<file path="src/rtl/temp_evt_pkg.sv">
package temp_evt_pkg;
  localparam int unsigned HYST_CODE_W = 2;
  localparam int unsigned HYST_OFS_W  = 5;
  localparam int unsigned NUM_LIM     = 3;
  localparam int unsigned LIM_UPPER   = 0;
  localparam int unsigned LIM_LOWER   = 1;
  localparam int unsigned LIM_CRIT    = 2;

  typedef enum logic [1:0] {
    EVT_INTR    = 2'd0,
    EVT_CMP     = 2'd1,
    EVT_CRIT    = 2'd2,
    EVT_CMP_ALT = 2'd3
  } evt_mode_e;

  // 1.5 deg = 6 quarter steps, doubling per code
  function automatic logic [HYST_OFS_W-1:0] hyst_ofs(input logic [HYST_CODE_W-1:0] code);
    logic [HYST_OFS_W-1:0] base;
    base = HYST_OFS_W'(6);
    if (code == '0) return '0;
    return base << (code - 1'b1);
  endfunction
endpackage

</file>
<file path="src/rtl/temp_lim_track.sv">
module temp_lim_track #(
  parameter int unsigned W         = 11,
  parameter int unsigned OFS_W     = 5,
  parameter bit          TRIP_HIGH = 1'b1
) (
  input  logic             clk_i,
  input  logic             rst_ni,
  input  logic             smp_vld_i,
  input  logic [W-1:0]     temp_i,
  input  logic [W-1:0]     lim_i,
  input  logic [OFS_W-1:0] ofs_i,
  output logic             flag_o,
  output logic             flag_nxt_o
);
  localparam int unsigned XW = W + 2;

  logic signed [XW-1:0] t_x, l_x, h_x;
  logic trip, rel, flag_q;

  assign t_x = {{2{temp_i[W-1]}}, temp_i};
  assign l_x = {{2{lim_i[W-1]}}, lim_i};
  assign h_x = {{(XW-OFS_W){1'b0}}, ofs_i};

  generate
    if (TRIP_HIGH) begin : g_high
      assign trip = t_x > l_x;
      assign rel  = t_x <= (l_x - h_x);
    end else begin : g_low
      assign trip = t_x < l_x;
      assign rel  = t_x >= (l_x + h_x);
    end
  endgenerate

  always_comb begin
    flag_nxt_o = flag_q;
    if (smp_vld_i) flag_nxt_o = flag_q ? ~rel : trip;
  end

  always_ff @(posedge clk_i or negedge rst_ni) begin
    if (!rst_ni) flag_q <= 1'b0;
    else         flag_q <= flag_nxt_o;
  end

  assign flag_o = flag_q;
endmodule

</file>
<file path="src/rtl/temp_evt_ctrl.sv">
module temp_evt_ctrl
  import temp_evt_pkg::*;
(
  input  logic      clk_i,
  input  logic      rst_ni,
  input  logic      smp_vld_i,
  input  logic      win_i,
  input  logic      win_nxt_i,
  input  logic      crit_i,
  input  evt_mode_e mode_i,
  input  logic      en_i,
  input  logic      clr_i,
  output logic      evt_no
);
  logic lat_q, win_rise, act;

  assign win_rise = smp_vld_i & win_nxt_i & ~win_i;

  // set beats clear when both arrive together
  always_ff @(posedge clk_i or negedge rst_ni) begin
    if (!rst_ni)                          lat_q <= 1'b0;
    else if (!en_i || mode_i != EVT_INTR) lat_q <= 1'b0;
    else if (win_rise)                    lat_q <= 1'b1;
    else if (clr_i)                       lat_q <= 1'b0;
  end

  always_comb begin
    unique case (mode_i)
      EVT_INTR: act = lat_q | crit_i;
      EVT_CRIT: act = crit_i;
      default:  act = win_i | crit_i;
    endcase
  end

  assign evt_no = ~(en_i & act);
endmodule

</file>
<file path="src/rtl/temp_evt_cmp.sv">
module temp_evt_cmp
  import temp_evt_pkg::*;
#(
  parameter int unsigned TEMP_W = 11
) (
  input  logic                   clk_i,
  input  logic                   rst_ni,
  input  logic [TEMP_W-1:0]      temp_i,
  input  logic                   temp_vld_i,
  input  logic [TEMP_W-1:0]      upper_lim_i,
  input  logic [TEMP_W-1:0]      lower_lim_i,
  input  logic [TEMP_W-1:0]      crit_lim_i,
  input  logic [HYST_CODE_W-1:0] hyst_sel_i,
  input  logic [1:0]             mode_i,
  input  logic                   evt_en_i,
  input  logic                   clr_i,
  output logic                   evt_no
);
  logic [NUM_LIM-1:0][TEMP_W-1:0] lims;
  logic [NUM_LIM-1:0]             flag_q, flag_d;
  logic [HYST_OFS_W-1:0]          ofs;

  assign lims[LIM_UPPER] = upper_lim_i;
  assign lims[LIM_LOWER] = lower_lim_i;
  assign lims[LIM_CRIT]  = crit_lim_i;
  assign ofs             = hyst_ofs(hyst_sel_i);

  for (genvar i = 0; i < NUM_LIM; i++) begin : g_trk
    temp_lim_track #(
      .W        (TEMP_W),
      .OFS_W    (HYST_OFS_W),
      .TRIP_HIGH(i != LIM_LOWER)
    ) u_trk (
      .clk_i     (clk_i),
      .rst_ni    (rst_ni),
      .smp_vld_i (temp_vld_i),
      .temp_i    (temp_i),
      .lim_i     (lims[i]),
      .ofs_i     (ofs),
      .flag_o    (flag_q[i]),
      .flag_nxt_o(flag_d[i])
    );
  end

  temp_evt_ctrl u_ctrl (
    .clk_i    (clk_i),
    .rst_ni   (rst_ni),
    .smp_vld_i(temp_vld_i),
    .win_i    (flag_q[LIM_UPPER] | flag_q[LIM_LOWER]),
    .win_nxt_i(flag_d[LIM_UPPER] | flag_d[LIM_LOWER]),
    .crit_i   (flag_q[LIM_CRIT]),
    .mode_i   (evt_mode_e'(mode_i)),
    .en_i     (evt_en_i),
    .clr_i    (clr_i),
    .evt_no   (evt_no)
  );
endmodule

</file>
<file path="config.mk">
export PLATFORM = sky130hd
export DESIGN_NAME = temp_evt_cmp
export DESIGN_NICKNAME = d
export VERILOG_FILES = /design/src/rtl/temp_evt_pkg.sv /design/src/rtl/temp_lim_track.sv /design/src/rtl/temp_evt_ctrl.sv /design/src/rtl/temp_evt_cmp.sv
export SDC_FILE = /design/constraint.sdc
export NUM_CORES = 1
export LEC_CHECK = 0
export ABC_CLOCK_PERIOD_IN_PS = 2500
export BUFFER_PORTS_ARGS = -buffer_cell sky130_fd_sc_hd__buf_2
export CAP_MARGIN = 20
export CELL_PAD_IN_SITES_DETAIL_PLACEMENT = 1
export CELL_PAD_IN_SITES_GLOBAL_PLACEMENT = 2
export CORE_AREA = 2 2 98 100
export CTS_BUF_LIST = sky130_fd_sc_hd__clkbuf_8 sky130_fd_sc_hd__clkbuf_16
export DETAILED_ROUTE_END_ITERATION = 6
export DIE_AREA = 0 0 100 102
export PLACE_DENSITY = 0.79
export SETUP_SLACK_MARGIN = 0.15
export SYNTH_ARGS = -nofsm -noshare
export SYNTH_HDL_FRONTEND = slang
export SYNTH_HIERARCHICAL = 1
export SYNTH_SLANG_ARGS = --single-unit
</file>
<file path="constraint.sdc">
create_clock -name clk_i -period 2.5 [get_ports clk_i]
set_input_delay 0.5 -clock clk_i [delete_from_list [all_inputs] [get_ports clk_i]]
set_output_delay 0.5 -clock clk_i [all_outputs]
set_load 0.02 [all_outputs]
</file>
==> key figures, run 1 <==
Route
  • Remaining number of nets flagged by the antenna check after routing: 0
  • Detail-routed net length per standard cell: 17.0 microns
  • DRT Pass-1 Iters: 4
  • Remaining routing DRC violations: 0
  • Number of DRC markers in iteration 0: 82
  • Drt total wl: 11.3 mm
  • Via/cell ratio: 5.29
  • Total number of vias: 3,518

STA
  • Post-route fraction of the period consumed by the critical path: 149%
  • Worst-case setup margin in the final layout: -1.24 ns
  • Final Hold Viols: 0
  • Tmin final: 3.74 ns
  • Headroom to the max-slew limit: 64.7%
  • Final worst clock skew: 0.000645 ns
  • Slew Viols, Final: 0
  • RSZ-0062 raised after global routing: yes
  • Max Freq: 0.268 GHz
  • Post-route worst hold slack: 0.0768 ns
  • Final-report setup violation count: 4
  • Tightest Pin Transition: 0.522 ns

GRT
  • Largest net degree at the start of global routing: 9
  • GRT Total Usage: 22.5%
  • Number of global-route vias before repair: 3,910
  • First-pass GRT wire length: 18.3 mm
  • GR Overflow Total: 0
  • Number of antenna violations at the first check in global routing: 0

Critical path
  • Terminus of the critical flop-to-flop path: u_ctrl/lat_q
  • Depth of the most critical reg-to-reg path: 8
  • CP Data Required Time: 2.62 ns
  • Crit path largest cell delay: 0.51 ns
  • Worst Setup Path Type: primary input to flip-flop
  • Reg-to-reg setup timing slack: 0.67 ns
  • CP cell instances: buf_12 > inv_12 > ha_4 > xnor2_2 > nor2_2 > ha_1 > inv_2 > o21bai_4 > a21oi_4 > nor2_2 > xnor2_2 > ha_1 > and4_4 > a21oi_2 > o21ai_1 > or4_1 > nand3b_1 > or2_4 > nand3b_4 > a2111oi_4
  • Kind of launch point of the worst setup path: primary input
  • Worst Setup End Kind: flip-flop
  • Critical-path maximum fanout: 4
  • Highest-delay cell along the critical path: or4_1
  • FF-to-FF Start: g_trk[1].u_trk/flag_o
  • Critical Path AT: 3.85 ns

CTS
  • Number of sinks handled by clock tree synthesis: 4
  • CTS tree: yes
  • Buffers from clock root to sink, at most: 2
  • CTS HTree Levels: 1
  • Cell at the root of the clock tree: clkbuf_8
  • CTS Hold Buffers Added: 0
  • Clock input transition at the sequential cells of the worst setup and hold paths: 0.03 ns
  • CTS Buf Count: 3
  • Clock latency at the later pin of the worst-skew pair: 0.22 ns

Yosys
  • Post-synth EDFFs: 0
  • Synth unique cells: 51
  • Proportion of synthesized flip-flops having asynchronous set or reset: 100%
  • Proportion of netlist area held by the largest area contributor: 36.2%
  • Flip-flop cell with the highest count after synthesis: dfrtp_1
  • Post-synthesis cell type with the largest combined area: ha_1
  • Number of instances in the synthesized netlist: 383
  • Number of synthesized register bits: 4
  • Count of synthesis-stage warnings from yosys: 6
  • Synthesized area: 2970 sq um
  • Post-Syn Area per Cell: 7.77 sq um
  • Leading post-synthesis cells by cell area: ha_1 36%, inv_1 6.8%, a21oi_1 6.2%, xnor2_1 3.5%, dfrtp_1 3.4%
  • Sequential area share after synthesis: 3.37%

Worst hold path
  • Kind of path behind the tightest hold check: primary input to async pin

Layout
  • Commonest non-fill, non-tap cell in the layout: buf_4
  • Diode insertion count for antenna repair: 0
  • Highest-count cells in the layout ignoring fill and taps: 107 x buf_4, 76 x ha_1, 51 x buf_2
  • Synthesis-to-layout area growth: 57.6%
  • Final design area excluding fillers: 4690 sq um
  • Share of the core filled with cells: 51.5%
  • Fillcell total: 1,101
  • Layout Nets: 698
  • Proportion of layout cells with a drive suffix above 1: 44.4%

Pwr
  • Power per standard cell area: 335 nW/um^2
  • Static leakage power: 2.42 nW
  • IR Drop Worst-Case VDD: 0.000162 V

Floorplan
  • Rows: 35
  • Initial Util: 32.7%
  • DIE AREA: 10,200 sq um
  • Die X-Extent: 100 microns
  • Vertical die dimension: 102 microns
  • Placeable core region: 9110 sq um
  • Top Ports: 54

Placed design
  • Final HPWL DP: 9.45 mm
  • Total cell area at the placement stage: 4220 sq um
  • GP Congestion: 0.840
  • Number of input and output port buffers inserted: 53

Outcome
  • Run status: finished, violations left
  • Violations in the final reports: negative setup slack

Flow run
  • MaxCap Viol Count: 0
## repair_timing
action,4_1_cts,5_1_grt
endpoints found under the setup margin,4,4
cloned,0,0
setup buffers,13,4
pin swaps,49,19
gates resized for setup,52,11
## logic make-up after synthesis
family                   after synthesis  synth area share [%]
adder cells (fa/ha/maj)               89                  38.2
XOR/XNOR                              18                  5.81
AO/OA/AOI/OAI                        102                  22.5
buffers and inverters                 55                  6.94
flip-flops                             4                  3.37
other                                  1                 0.126
AND/OR/NAND/NOR                      114                  23.0
## per-stage QoR
step           setup TNS, ns  total power, mW  setup slack [ns]  std cells
6_report               -3.52             1.57             -1.24        665
5_1_grt                -3.99             1.72             -1.36        665
4_1_cts                -3.34             1.51             -1.19        661
3_5_place_dp           -4.95             1.23             -1.64        645
3_3_place_gp           -4.51             1.17             -1.48        645
2_1_floorplan          -2.88            0.763             -1.16        385
## cell type report
| class | count | area (sq um) | share of cell area, % |
|---|---|---|---|
| clock buffers | 3 | 41.3 | 0.881 |
| inverters | 54 | 218 | 4.64 |
| multi-input cells | 326 | 3010 | 64.3 |
| flip-flops and latches | 4 | 100 | 2.14 |
| well taps | 111 | 139 | 2.96 |
| repair buffers | 167 | 1180 | 25.1 |
## synth_stat cells (3+ instances only)
cell type	count
a21o_1	11
a21oi_1	37
a41o_1	4
and3_1	4
dfrtp_1	4
fa_1	3
ha_1	86
inv_1	54
nand2_1	13
nand2b_1	3
nand3_1	8
nand3b_1	3
nand4_1	13
nor2_1	23
nor2b_1	15
nor3_1	7
nor4_1	3
o211ai_1	4
o21a_1	7
o21ai_0	11
o21ai_1	8
or2_2	3
or3_4	4
xnor2_1	12
xor2_1	4
## flip-flops by register name (all words and copies together) (netlist names)
name	cells
g_trk.u_trk/flag_o	3
u_ctrl/lat_q	1
## worst max-delay path, delay by kind of cell
family,cells,cell delay (ns)
simple gates,7,1.26
compound gates,5,0.78
buf+inv,3,0.24
xor+xnor,2,0.27
fa+ha+maj,3,0.79
## routing by layer
layer / wire, microns / track usage [%] / vias to the layer above
met1: 4560 / 25.7 / 1686
met2: 6180 / 45.0 / 68
met5: 0 / 0 / -
li1: - / - / 1743
met4: 240 / 6.01 / 0
met3: 313 / 1.64 / 21
## report_power, final
group / internal (mW) / switching [mW]
sequential: 0.0883 / 0.0294
combinational: 0.678 / 0.631
clock: 0.103 / 0.0403
## worst max path at each step
stage	depth (start not counted)	slack, ns	to	startpoint
floorplan	19	-1.16	u_ctrl/lat_q	hyst_sel_i[1]
global placement	20	-1.48	u_ctrl/lat_q	hyst_sel_i[1]
detailed placement	18	-1.64	u_ctrl/lat_q	hyst_sel_i[1]
CTS	20	-1.19	u_ctrl/lat_q	hyst_sel_i[0]
global route	20	-1.36	u_ctrl/lat_q	hyst_sel_i[1]
finish	20	-1.24	u_ctrl/lat_q	hyst_sel_i[1]
Note: power is estimated with default switching activity, not from simulation.
==> run 2, diff against run 1 <==
- PLACE_DENSITY: 0.79 -> not set
- PLACE_DENSITY_LB_ADDON: not set -> 0.05
==> key figures, run 2 (same netlist as run 1, synthesis figures left out) <==
Outcome
  • Run status: finished, violations left
  • Violations in the final reports: negative setup slack

STA
  • Final-report setup violation count: 4
  • Tmin final: 3.69 ns
  • Final worst clock skew: 0.00206 ns
  • Worst-case setup margin in the final layout: -1.19 ns
  • Post-route fraction of the period consumed by the critical path: 148%
  • Slew Viols, Final: 0
  • Max Freq: 0.271 GHz
  • Final Hold Viols: 0
  • RSZ-0062 raised after global routing: yes

GRT
  • GR Overflow Total: 0
  • Number of global-route vias before repair: 3,628
  • Number of antenna violations at the first check in global routing: 0
  • Largest net degree at the start of global routing: 9
  • First-pass GRT wire length: 17.0 mm
  • GRT Total Usage: 20.8%

CTS
  • Cell at the root of the clock tree: clkbuf_8
  • Clock latency at the later pin of the worst-skew pair: 0.22 ns
  • CTS Buf Count: 3
  • Number of sinks handled by clock tree synthesis: 4
  • CTS HTree Levels: 1
  • CTS Hold Buffers Added: 0
  • Clock input transition at the sequential cells of the worst setup and hold paths: 0.03 ns
  • CTS tree: yes
  • Buffers from clock root to sink, at most: 2

Layout
  • Proportion of layout cells with a drive suffix above 1: 42.8%
  • Commonest non-fill, non-tap cell in the layout: buf_4
  • Final design area excluding fillers: 4610 sq um
  • Synthesis-to-layout area growth: 54.9%
  • Flip-flop count of the largest register, all copies and words added: 3
  • Total area of sequential cells: 100 sq um
  • Fillcell total: 1,135
  • Layout Nets: 693
  • Highest-count cells in the layout ignoring fill and taps: 104 x buf_4, 77 x ha_1, 51 x buf_2
  • Diode insertion count for antenna repair: 0
  • Combined area of the multi-input logic cells: 2980 sq um
  • Share of the core filled with cells: 50.6%

Floorplan
  • Rows: 35
  • Top Ports: 54
  • Initial Util: 32.7%
  • DIE AREA: 10,200 sq um
  • Vertical die dimension: 102 microns
  • Placeable core region: 9110 sq um
  • Die X-Extent: 100 microns

Route
  • DRT Pass-1 Iters: 4
  • Detail-routed net length per standard cell: 15.5 microns
  • Via/cell ratio: 5.06
  • Total number of vias: 3,342
  • Remaining routing DRC violations: 0
  • Number of DRC markers in iteration 0: 51
  • Remaining number of nets flagged by the antenna check after routing: 0
  • Drt total wl: 10.2 mm

Critical path
  • Critical Path AT: 3.80 ns
  • Worst Setup End Kind: flip-flop
  • CP Data Required Time: 2.61 ns
  • Critical-path maximum fanout: 4
  • Critical Path Most Common Cell: ha_1
  • Category of cells accounting for the largest share of critical-path delay: simple AND/OR/NAND/NOR gates
  • Highest-delay cell along the critical path: or4_1
  • Kind of launch point of the worst setup path: primary input
  • Worst Setup Path Type: primary input to flip-flop
  • Number of buffer and inverter instances along the worst setup path: 3
  • Crit path largest cell delay: 0.40 ns
  • CP cell instances: buf_12 > inv_12 > ha_4 > xnor2_2 > nor2_2 > ha_1 > inv_2 > o21bai_4 > a21oi_4 > nor2_1 > xnor2_1 > ha_1 > and3_1 > a41o_1 > or4_1 > nand3b_1 > or2_4 > nand3b_4 > a2111oi_4

Placed design
  • Setup WS pre-CTS: -1.61 ns
  • Final HPWL DP: 8.98 mm
  • GP Congestion: 0.843
  • Total cell area at the placement stage: 4220 sq um
  • Number of input and output port buffers inserted: 53

Flow run
  • MaxCap Viol Count: 0

Pwr
  • Static leakage power: 2.38 nW
  • Power per standard cell area: 321 nW/um^2
  • IR Drop Worst-Case VDD: 0.0000997 V
  • Overall power after layout: 1.48 mW

Worst hold path
  • Kind of path behind the tightest hold check: primary input to async pin
## run 2: cell types whose count changed in the layout (fill, tap and decap cells not counted), sizes merged
cell  before  now
buf      167  162
## run 2: area by class of cell
class,count,area share (%)
well taps,111,3.02
multi-input cells,326,64.7
inverters,54,4.78
clock buffers,3,0.896
repair buffers,162,24.5
flip-flops and latches,4,2.17
## run 2: routing by layer
layer	vias up	global-route usage, %	share of wire [%]
met5	-	0	0
met4	0	2.42	0.77
met3	6	0.889	1.4
met2	38	40.6	52
met1	1568	26.1	46
li1	1730	-	-
## run 2: stage by stage
| stage | TNS, ns | hold slack [ns] | instances |
|---|---|---|---|
| after floorplan | -2.88 | 0.204 | 385 |
| after global placement | -4.63 | 0.309 | 645 |
| after detailed placement | -4.84 | 0.312 | 645 |
| final | -3.32 | 0.0811 | 660 |
| after global routing | -3.91 | 0.0756 | 660 |
| after CTS | -3.36 | 0.0800 | 656 |
## run 2: worst paths after layout
kind / from / endpoint / slack, ns / cells after the start
worst max-delay path: hyst_sel_i[1] / u_ctrl/lat_q / -1.19 / 19
worst min-delay path: rst_ni / g_trk[0].u_trk/flag_o / 0.08 / 1
worst max register to register: g_trk[1].u_trk/flag_o / u_ctrl/lat_q / 0.64 / 8
worst min register to register: u_ctrl/lat_q / u_ctrl/lat_q / 0.62 / 2
max in group asynchronous: rst_ni / g_trk[1].u_trk/flag_o / 2.30 / 1
min in group clk_i: mode_i[1] / u_ctrl/lat_q / 0.50 / 2
## run 2: power by group
group	leakage, nW	switching [mW]	internal [mW]
Clock	0.0216	0.0346	0.103
Sequential	0.0498	0.0303	0.0883
Combinational	2.31	0.590	0.634
Total	2.38	0.655	0.826
## run 2: repair_timing
item / in CTS / in global routing
resized for setup: 38 / 18
buffers inserted: 8 / 4
setup endpoints to repair: 4 / 4
pin swaps: 27 / 19
